<file path="config.mk">
export PLATFORM = sky130hd
export DESIGN_NAME = cfg_chain_loader
export DESIGN_NICKNAME = d
export VERILOG_FILES = /design/src/rtl/cfgl_pkg.sv /design/src/rtl/cfgl_ready_timer.sv /design/src/rtl/cfgl_hdr_parser.sv /design/src/rtl/cfgl_frame_writer.sv /design/src/rtl/cfg_chain_loader.sv
export SDC_FILE = /design/constraint.sdc
export NUM_CORES = 1
export LEC_CHECK = 0
export BUFFER_PORTS_ARGS = -buffer_cell sky130_fd_sc_hd__buf_2
export CAP_MARGIN = 30
export CORE_MARGIN = 1.5
export CORE_UTILIZATION = 53
export DETAILED_ROUTE_END_ITERATION = 10
export HOLD_SLACK_MARGIN = 0.15
export PLACE_DENSITY = 0.75
export SKIP_CTS_REPAIR_TIMING = 1
export SLEW_MARGIN = 15
export SYNTH_ARGS = -nofsm -noshare
export SYNTH_HDL_FRONTEND = slang
export SYNTH_HIERARCHICAL = 1
export SYNTH_SLANG_ARGS = --single-unit
</file>
<file path="constraint.sdc">
create_clock -name clk -period 2.38 [get_ports clk]
set_clock_uncertainty 0.15 [all_clocks]
set_input_delay 0.238 -clock clk [delete_from_list [all_inputs] [get_ports clk]]
set_output_delay 0.238 -clock clk [all_outputs]
set_load 0.05 [all_outputs]
</file>
<file path="src/rtl/cfgl_pkg.sv">
package cfgl_pkg;
   typedef enum logic [1:0] {
      PS_HUNT,
      PS_LEN,
      PS_BODY
   } parse_st_t;

   localparam logic [7:0] STOP_CODE = 8'hFE;
endpackage

</file>
<file path="src/rtl/cfgl_ready_timer.sv">
// Counts slow-oscillator ticks after init is seen; ready once TICKS are counted.
module cfgl_ready_timer #(
   parameter int TICKS = 2
) (
   input  logic clk,
   input  logic rst_n,
   input  logic init_hi,
   input  logic osc_tick,
   output logic ready
);
   logic armed;

   always_ff @(posedge clk) begin
      if (!rst_n) armed <= 1'b0;
      else        armed <= armed | init_hi;
   end

   generate
      if (TICKS == 1) begin : g_single
         always_ff @(posedge clk) begin
            if (!rst_n)                 ready <= 1'b0;
            else if (armed && osc_tick) ready <= 1'b1;
         end
      end else begin : g_count
         localparam int CW = $clog2(TICKS + 1);
         logic [CW-1:0] cnt;
         always_ff @(posedge clk) begin
            if (!rst_n)
               cnt <= '0;
            else if (armed && osc_tick && (cnt != CW'(TICKS)))
               cnt <= cnt + 1'b1;
         end
         assign ready = (cnt == CW'(TICKS));
      end
   endgenerate
endmodule

</file>
<file path="src/rtl/cfgl_hdr_parser.sv">
// Hunts for sync, shifts in the length count, then flags body bytes until it runs out.
module cfgl_hdr_parser
   import cfgl_pkg::*;
#(
   parameter logic [7:0] SYNC_BYTE = 8'hB7,
   parameter int         LEN_BYTES = 3,
   localparam int        RW        = 8 * LEN_BYTES,
   localparam int        LCW       = (LEN_BYTES > 1) ? $clog2(LEN_BYTES) : 1
) (
   input  logic       clk,
   input  logic       rst_n,
   input  logic [7:0] din,
   output logic       body
);
   parse_st_t        st;
   logic [RW-1:0]    rem;
   logic [RW-1:0]    rem_shift;
   logic [LCW-1:0]   lcnt;

   generate
      if (LEN_BYTES == 1) begin : g_one
         assign rem_shift = din;
      end else begin : g_multi
         assign rem_shift = {rem[RW-9:0], din};
      end
   endgenerate

   always_ff @(posedge clk) begin
      if (!rst_n) begin
         st   <= PS_HUNT;
         rem  <= '0;
         lcnt <= '0;
      end else begin
         case (st)
            PS_HUNT: begin
               if (din == SYNC_BYTE) begin
                  st   <= PS_LEN;
                  lcnt <= '0;
               end
            end
            PS_LEN: begin
               rem <= rem_shift;
               if (lcnt == LCW'(LEN_BYTES - 1))
                  st <= (rem_shift == '0) ? PS_HUNT : PS_BODY;
               else
                  lcnt <= lcnt + 1'b1;
            end
            PS_BODY: begin
               rem <= rem - 1'b1;
               if (rem == RW'(1)) st <= PS_HUNT;
            end
            default: st <= PS_HUNT;
         endcase
      end
   end

   assign body = (st == PS_BODY);
endmodule

</file>
<file path="src/rtl/cfgl_frame_writer.sv">
// Splits accepted body bytes into data and stop bytes, drives the write port.
module cfgl_frame_writer
   import cfgl_pkg::*;
#(
   parameter int  FRAME_BYTES = 4,
   parameter int  NUM_FRAMES  = 3,
   parameter int  AW          = 4,
   localparam int PW          = $clog2(FRAME_BYTES + 1),
   localparam int FW          = $clog2(NUM_FRAMES + 1)
) (
   input  logic          clk,
   input  logic          rst_n,
   input  logic          take,
   input  logic [7:0]    din,
   output logic          mem_we,
   output logic [AW-1:0] mem_addr,
   output logic [7:0]    mem_wdata,
   output logic          full,
   output logic          err
);
   logic [PW-1:0] pos;
   logic [FW-1:0] frm;
   logic [AW-1:0] wa;
   logic          accept;

   assign accept = take & ~full & ~err;

   always_ff @(posedge clk) begin
      if (!rst_n) begin
         mem_we    <= 1'b0;
         mem_addr  <= '0;
         mem_wdata <= '0;
         pos       <= '0;
         frm       <= '0;
         wa        <= '0;
         full      <= 1'b0;
         err       <= 1'b0;
      end else begin
         mem_we <= 1'b0;
         if (accept) begin
            if (pos != PW'(FRAME_BYTES)) begin
               mem_we    <= 1'b1;
               mem_addr  <= wa;
               mem_wdata <= din;
               wa        <= wa + 1'b1;
               pos       <= pos + 1'b1;
            end else if (din == STOP_CODE) begin
               pos <= '0;
               if (frm == FW'(NUM_FRAMES - 1)) full <= 1'b1;
               else                            frm  <= frm + 1'b1;
            end else begin
               err <= 1'b1;
            end
         end
      end
   end
endmodule

</file>
<file path="src/rtl/cfg_chain_loader.sv">
module cfg_chain_loader #(
   parameter int         FRAME_BYTES = 4,
   parameter int         NUM_FRAMES  = 3,
   parameter int         LEN_BYTES   = 3,
   parameter int         READY_TICKS = 2,
   parameter logic [7:0] SYNC_BYTE   = 8'hB7,
   localparam int        DEPTH       = FRAME_BYTES * NUM_FRAMES,
   localparam int        AW          = (DEPTH > 1) ? $clog2(DEPTH) : 1
) (
   input  logic          clk,
   input  logic          rst_n,
   input  logic          init_hi,
   input  logic          osc_tick,
   input  logic          chain_en,
   input  logic [7:0]    din,
   output logic          mem_we,
   output logic [AW-1:0] mem_addr,
   output logic [7:0]    mem_wdata,
   output logic          status_out,
   output logic          cfg_err
);
   generate
      if (FRAME_BYTES < 1) begin : g_bad_fb
         $error("FRAME_BYTES must be at least 1");
      end
      if (NUM_FRAMES < 1) begin : g_bad_nf
         $error("NUM_FRAMES must be at least 1");
      end
      if (LEN_BYTES < 1 || LEN_BYTES > 4) begin : g_bad_lb
         $error("LEN_BYTES must be 1 to 4");
      end
      if (READY_TICKS < 1) begin : g_bad_rt
         $error("READY_TICKS must be at least 1");
      end
   endgenerate

   logic ready;
   logic body;
   logic full;

   cfgl_ready_timer #(.TICKS(READY_TICKS)) timer_i (
      .clk      (clk),
      .rst_n    (rst_n),
      .init_hi  (init_hi),
      .osc_tick (osc_tick),
      .ready    (ready)
   );

   cfgl_hdr_parser #(.SYNC_BYTE(SYNC_BYTE), .LEN_BYTES(LEN_BYTES)) parser_i (
      .clk   (clk),
      .rst_n (rst_n),
      .din   (din),
      .body  (body)
   );

   cfgl_frame_writer #(
      .FRAME_BYTES (FRAME_BYTES),
      .NUM_FRAMES  (NUM_FRAMES),
      .AW          (AW)
   ) writer_i (
      .clk       (clk),
      .rst_n     (rst_n),
      .take      (body & chain_en & ready),
      .din       (din),
      .mem_we    (mem_we),
      .mem_addr  (mem_addr),
      .mem_wdata (mem_wdata),
      .full      (full),
      .err       (cfg_err)
   );

   assign status_out = ~ready | full;
endmodule

</file>
==> impl_metrics.env <==
export IMPL_drv_cap=0
export IMPL_dieArea_mm2=0.00623
export IMPL_routed_via_count=3058
export IMPL_gp_congestion=0.910
export IMPL_clk_pin_slew_ns=0.10
export IMPL_holdCritPathClass="input port to flop"
export IMPL_synthCells=386
export IMPL_p_comb_share_pct=49.7
export IMPL_cts_tree="done"
export IMPL_required_ns=2.47
export IMPL_pwr_share_seq_pct=32.1
export IMPL_cp_max_fo=5
export IMPL_synth_cell_types=51
export IMPL_hold_path_cell_count=4
export IMPL_drtPass1Iterations=6
export IMPL_pre_cts_ws_ns=0.0558
export IMPL_hp_start="chain_en"
export IMPL_intPower_uw=2030
export IMPL_synthFlopType="dfxtp_1"
export IMPL_worstMarginPinSlew_ns=0.741
export IMPL_dp_hpwl_um=5330
export IMPL_synth_edf_count=0
export IMPL_avgRoutedWirePerCell_um=15.8
export IMPL_initial_utilization_pct=55.2
export IMPL_power_density_mw_per_mm2=984
export IMPL_cp_common_cell="or4_4"
export IMPL_fin_ws_ns=0.170
export IMPL_r2r_slack_ns=0.17
export IMPL_p_switching_uw=1490
export IMPL_wl_um=7820
export IMPL_antenna_diode_count=0
export IMPL_hold_path_endpoint="writer_i/err"
export IMPL_synth_warnings=6
export IMPL_fin_util_pct=64.6
export IMPL_layout_commonest_cell="dfxtp_1"
export IMPL_cp_slowest_stage_delay_ns=0.55
export IMPL_status="finished, final reports clean"
export IMPL_io_buffers=27
export IMPL_worstPathArrival_ns=2.30
export IMPL_grt_max_degree=40
export IMPL_async_flop_share_pct=0
export IMPL_nNetsFinal=448
export IMPL_period_share_pct=92.8
export IMPL_synthTopCellsByArea="dfxtp_1 36%, a21oi_1 6.1%, o21ai_0 6.1%"
export IMPL_post_route_drc_count=0
export IMPL_antenna_found_initial=0
export IMPL_timing_final_crit_period_ns=2.21
export IMPL_cp_num_buf_inv=0
export IMPL_synth_top_cell_area_share_pct=36.0
export IMPL_fmax_mhz=453
export IMPL_ys_ff_latch=55
export IMPL_timing_rr_end="parser_i/rem[20]"
export IMPL_r2r_start="parser_i/rem[8]"
export IMPL_core_area_mm2=0.00554
export IMPL_place_area_mm2=0.00333
export IMPL_cp_top_family="simple AND/OR/NAND/NOR gates"
export IMPL_num_rows=27
export IMPL_clock_latency_ns=0.32
export IMPL_startpoint_type="flop"
export IMPL_clkPwrFrac_pct=18.2
export IMPL_final_area_mm2=0.00358
export IMPL_clock_tree_buffer_depth=2
export IMPL_synth_area_per_cell_um2=7.92
export IMPL_synth_largest_area_cell="dfxtp_1"
export IMPL_total_leakage_power_uw=0.00133
export IMPL_grt_pass1_vias=2626
export IMPL_area_growth_pct=17.0
export IMPL_crit_type="flop to flop"
export IMPL_vdd_ir_drop_max_mv=0.705
export IMPL_vias_per_cell=6.17
export IMPL_finalHoldViolations=0
export IMPL_cts_root_buf="clkbuf_8"
export IMPL_ys_seq_area_share_pct=36.0
export IMPL_endpoint_kind="flop"
export IMPL_fin_setup_tns_ns=0
export IMPL_cts_htree_levels=2
export IMPL_swShare_pct=42.2
export IMPL_die_x_um=79.0
export IMPL_ioPinCount=28
export IMPL_drv_slew=0
export IMPL_setup_viol=0
export IMPL_crit_path_top_delay_cell="or4_4"
export IMPL_r2r_cells=5
export IMPL_overflow=0
export IMPL_dr_first_iter_drc_count=175
export IMPL_fp_dieH_um=79.0
export IMPL_drive_gt1_share_pct=16.0
export IMPL_cts_made_buffers=5
export IMPL_max_slew_margin_pct=50.6
export IMPL_syn_nets=411
export IMPL_rsz0062_at_grt="no"
export IMPL_grt_total_usage_pct=25.0
export IMPL_grt_first_pass_wirelength_um=12500
export IMPL_synth_area_mm2=0.00306
export IMPL_worstPathCellList="or4_4 -> or4_4 -> nor4_2 -> a311oi_1 -> nor3_1"
export IMPL_ant_nets=0
export IMPL_cts_sinks=55
export IMPL_mostFrequentLayoutCells="55 x dfxtp_1, 37 x a21oi_1, 37 x o21ai_0, 32 x nand2_1, 27 x buf_2"
[kinds of logic after synthesis]
logic type               share of synthesized area (%)
multiplexers                                      1.96
adder cells (fa/ha/maj)                           4.91
buffers and inverters                             5.16
flip-flops                                        36.0
AND/OR/NAND/NOR                                   27.2
AO/OA/AOI/OAI                                     24.8
[metal layers]
metal / vias to the layer above / GRT usage, % / wire length [um] / part of all wire (%)
met5: - / 0 / 0 / 0
met1: 1439 / 32.6 / 3410 / 44
met4: 0 / 9.65 / 185 / 2.4
met2: 85 / 42.0 / 3870 / 49
met3: 17 / 2.99 / 355 / 4.5
li1: 1517 / - / - / -
[stage by stage]
step                total power, uW  instances  hold WS (ns)
finish                         3520        496         0.191
global route                   3740        496         0.194
global placement               2750        477         0.293
detailed placement             2770        477         0.304
CTS                            3400        485       -0.0230
floorplan                      2230        386         0.206
[synthesized netlist by cell type, types with 2 or more instances]
master / number
a31oi_1: 4
o41ai_1: 2
clkinv_1: 2
inv_1: 12
nor2_1: 21
or4_1: 4
nand4_1: 3
nor2b_1: 6
dfxtp_1: 55
a22oi_1: 3
o22ai_1: 4
nor3b_1: 2
a211oi_1: 10
nand4b_1: 5
or3_1: 3
clkbuf_1: 24
mux2i_1: 6
buf_2: 3
o31ai_1: 3
nand3b_1: 4
a311oi_1: 3
and3_1: 2
and2_1: 3
nand3_1: 24
o21ai_0: 37
a21oi_1: 37
o32ai_1: 5
nand2_1: 32
nand2b_1: 6
or4_4: 2
nor4_1: 12
o21a_1: 4
nor3_1: 14
ha_1: 12
[power groups by stage]
stage          Clock (uW)  Combinational, uW  Sequential (uW)
2_1_floorplan           0               1110             1120
3_3_place_gp            0               1610             1140
3_5_place_dp            0               1630             1140
4_1_cts               654               1630             1120
5_1_grt               698               1900             1140
6_report              642               1750             1130
[registers in the layout, summed over array words and instances (netlist names)]
signal	cells
timer_i/armed	1
writer_i/full	1
parser_i/rem	24
writer_i/pos	3
writer_i/mem_addr	4
parser_i/lcnt	2
timer_i/g_count.cnt	2
writer_i/frm	2
writer_i/wa	4
writer_i/mem_we	1
parser_i/st	2
writer_i/err	1
writer_i/mem_wdata	8
[worst max path at each step]
stage | cells after the start | endpoint | startpoint
floorplan | 6 | parser_i/st[0] | parser_i/rem[4]
global placement | 5 | parser_i/rem[18] | parser_i/rem[8]
detailed placement | 5 | parser_i/rem[20] | parser_i/rem[8]
CTS | 5 | parser_i/rem[18] | parser_i/rem[8]
global route | 7 | parser_i/rem[10] | parser_i/rem[0]
finish | 5 | parser_i/rem[20] | parser_i/rem[8]
[cell type report]
type | count | area [um2]
Fill cell | 482 | 1960
Tap cell | 72 | 90.1
Timing Repair Buffer | 57 | 400
Inverter | 14 | 52.6
Multi-Input combinational cell | 290 | 1820
Sequential cell | 55 | 1100
Clock buffer | 5 | 68.8
Clock inverter | 3 | 47.5
[worst register-to-register path: stages, from the launching register on]
cell,delay (ns)
dfxtp_1,0.32
or4_4,0.55
or4_4,0.47
nor4_2,0.29
a311oi_1,0.15
nor3_1,0.19
Power figures use the tool's default switching activity.
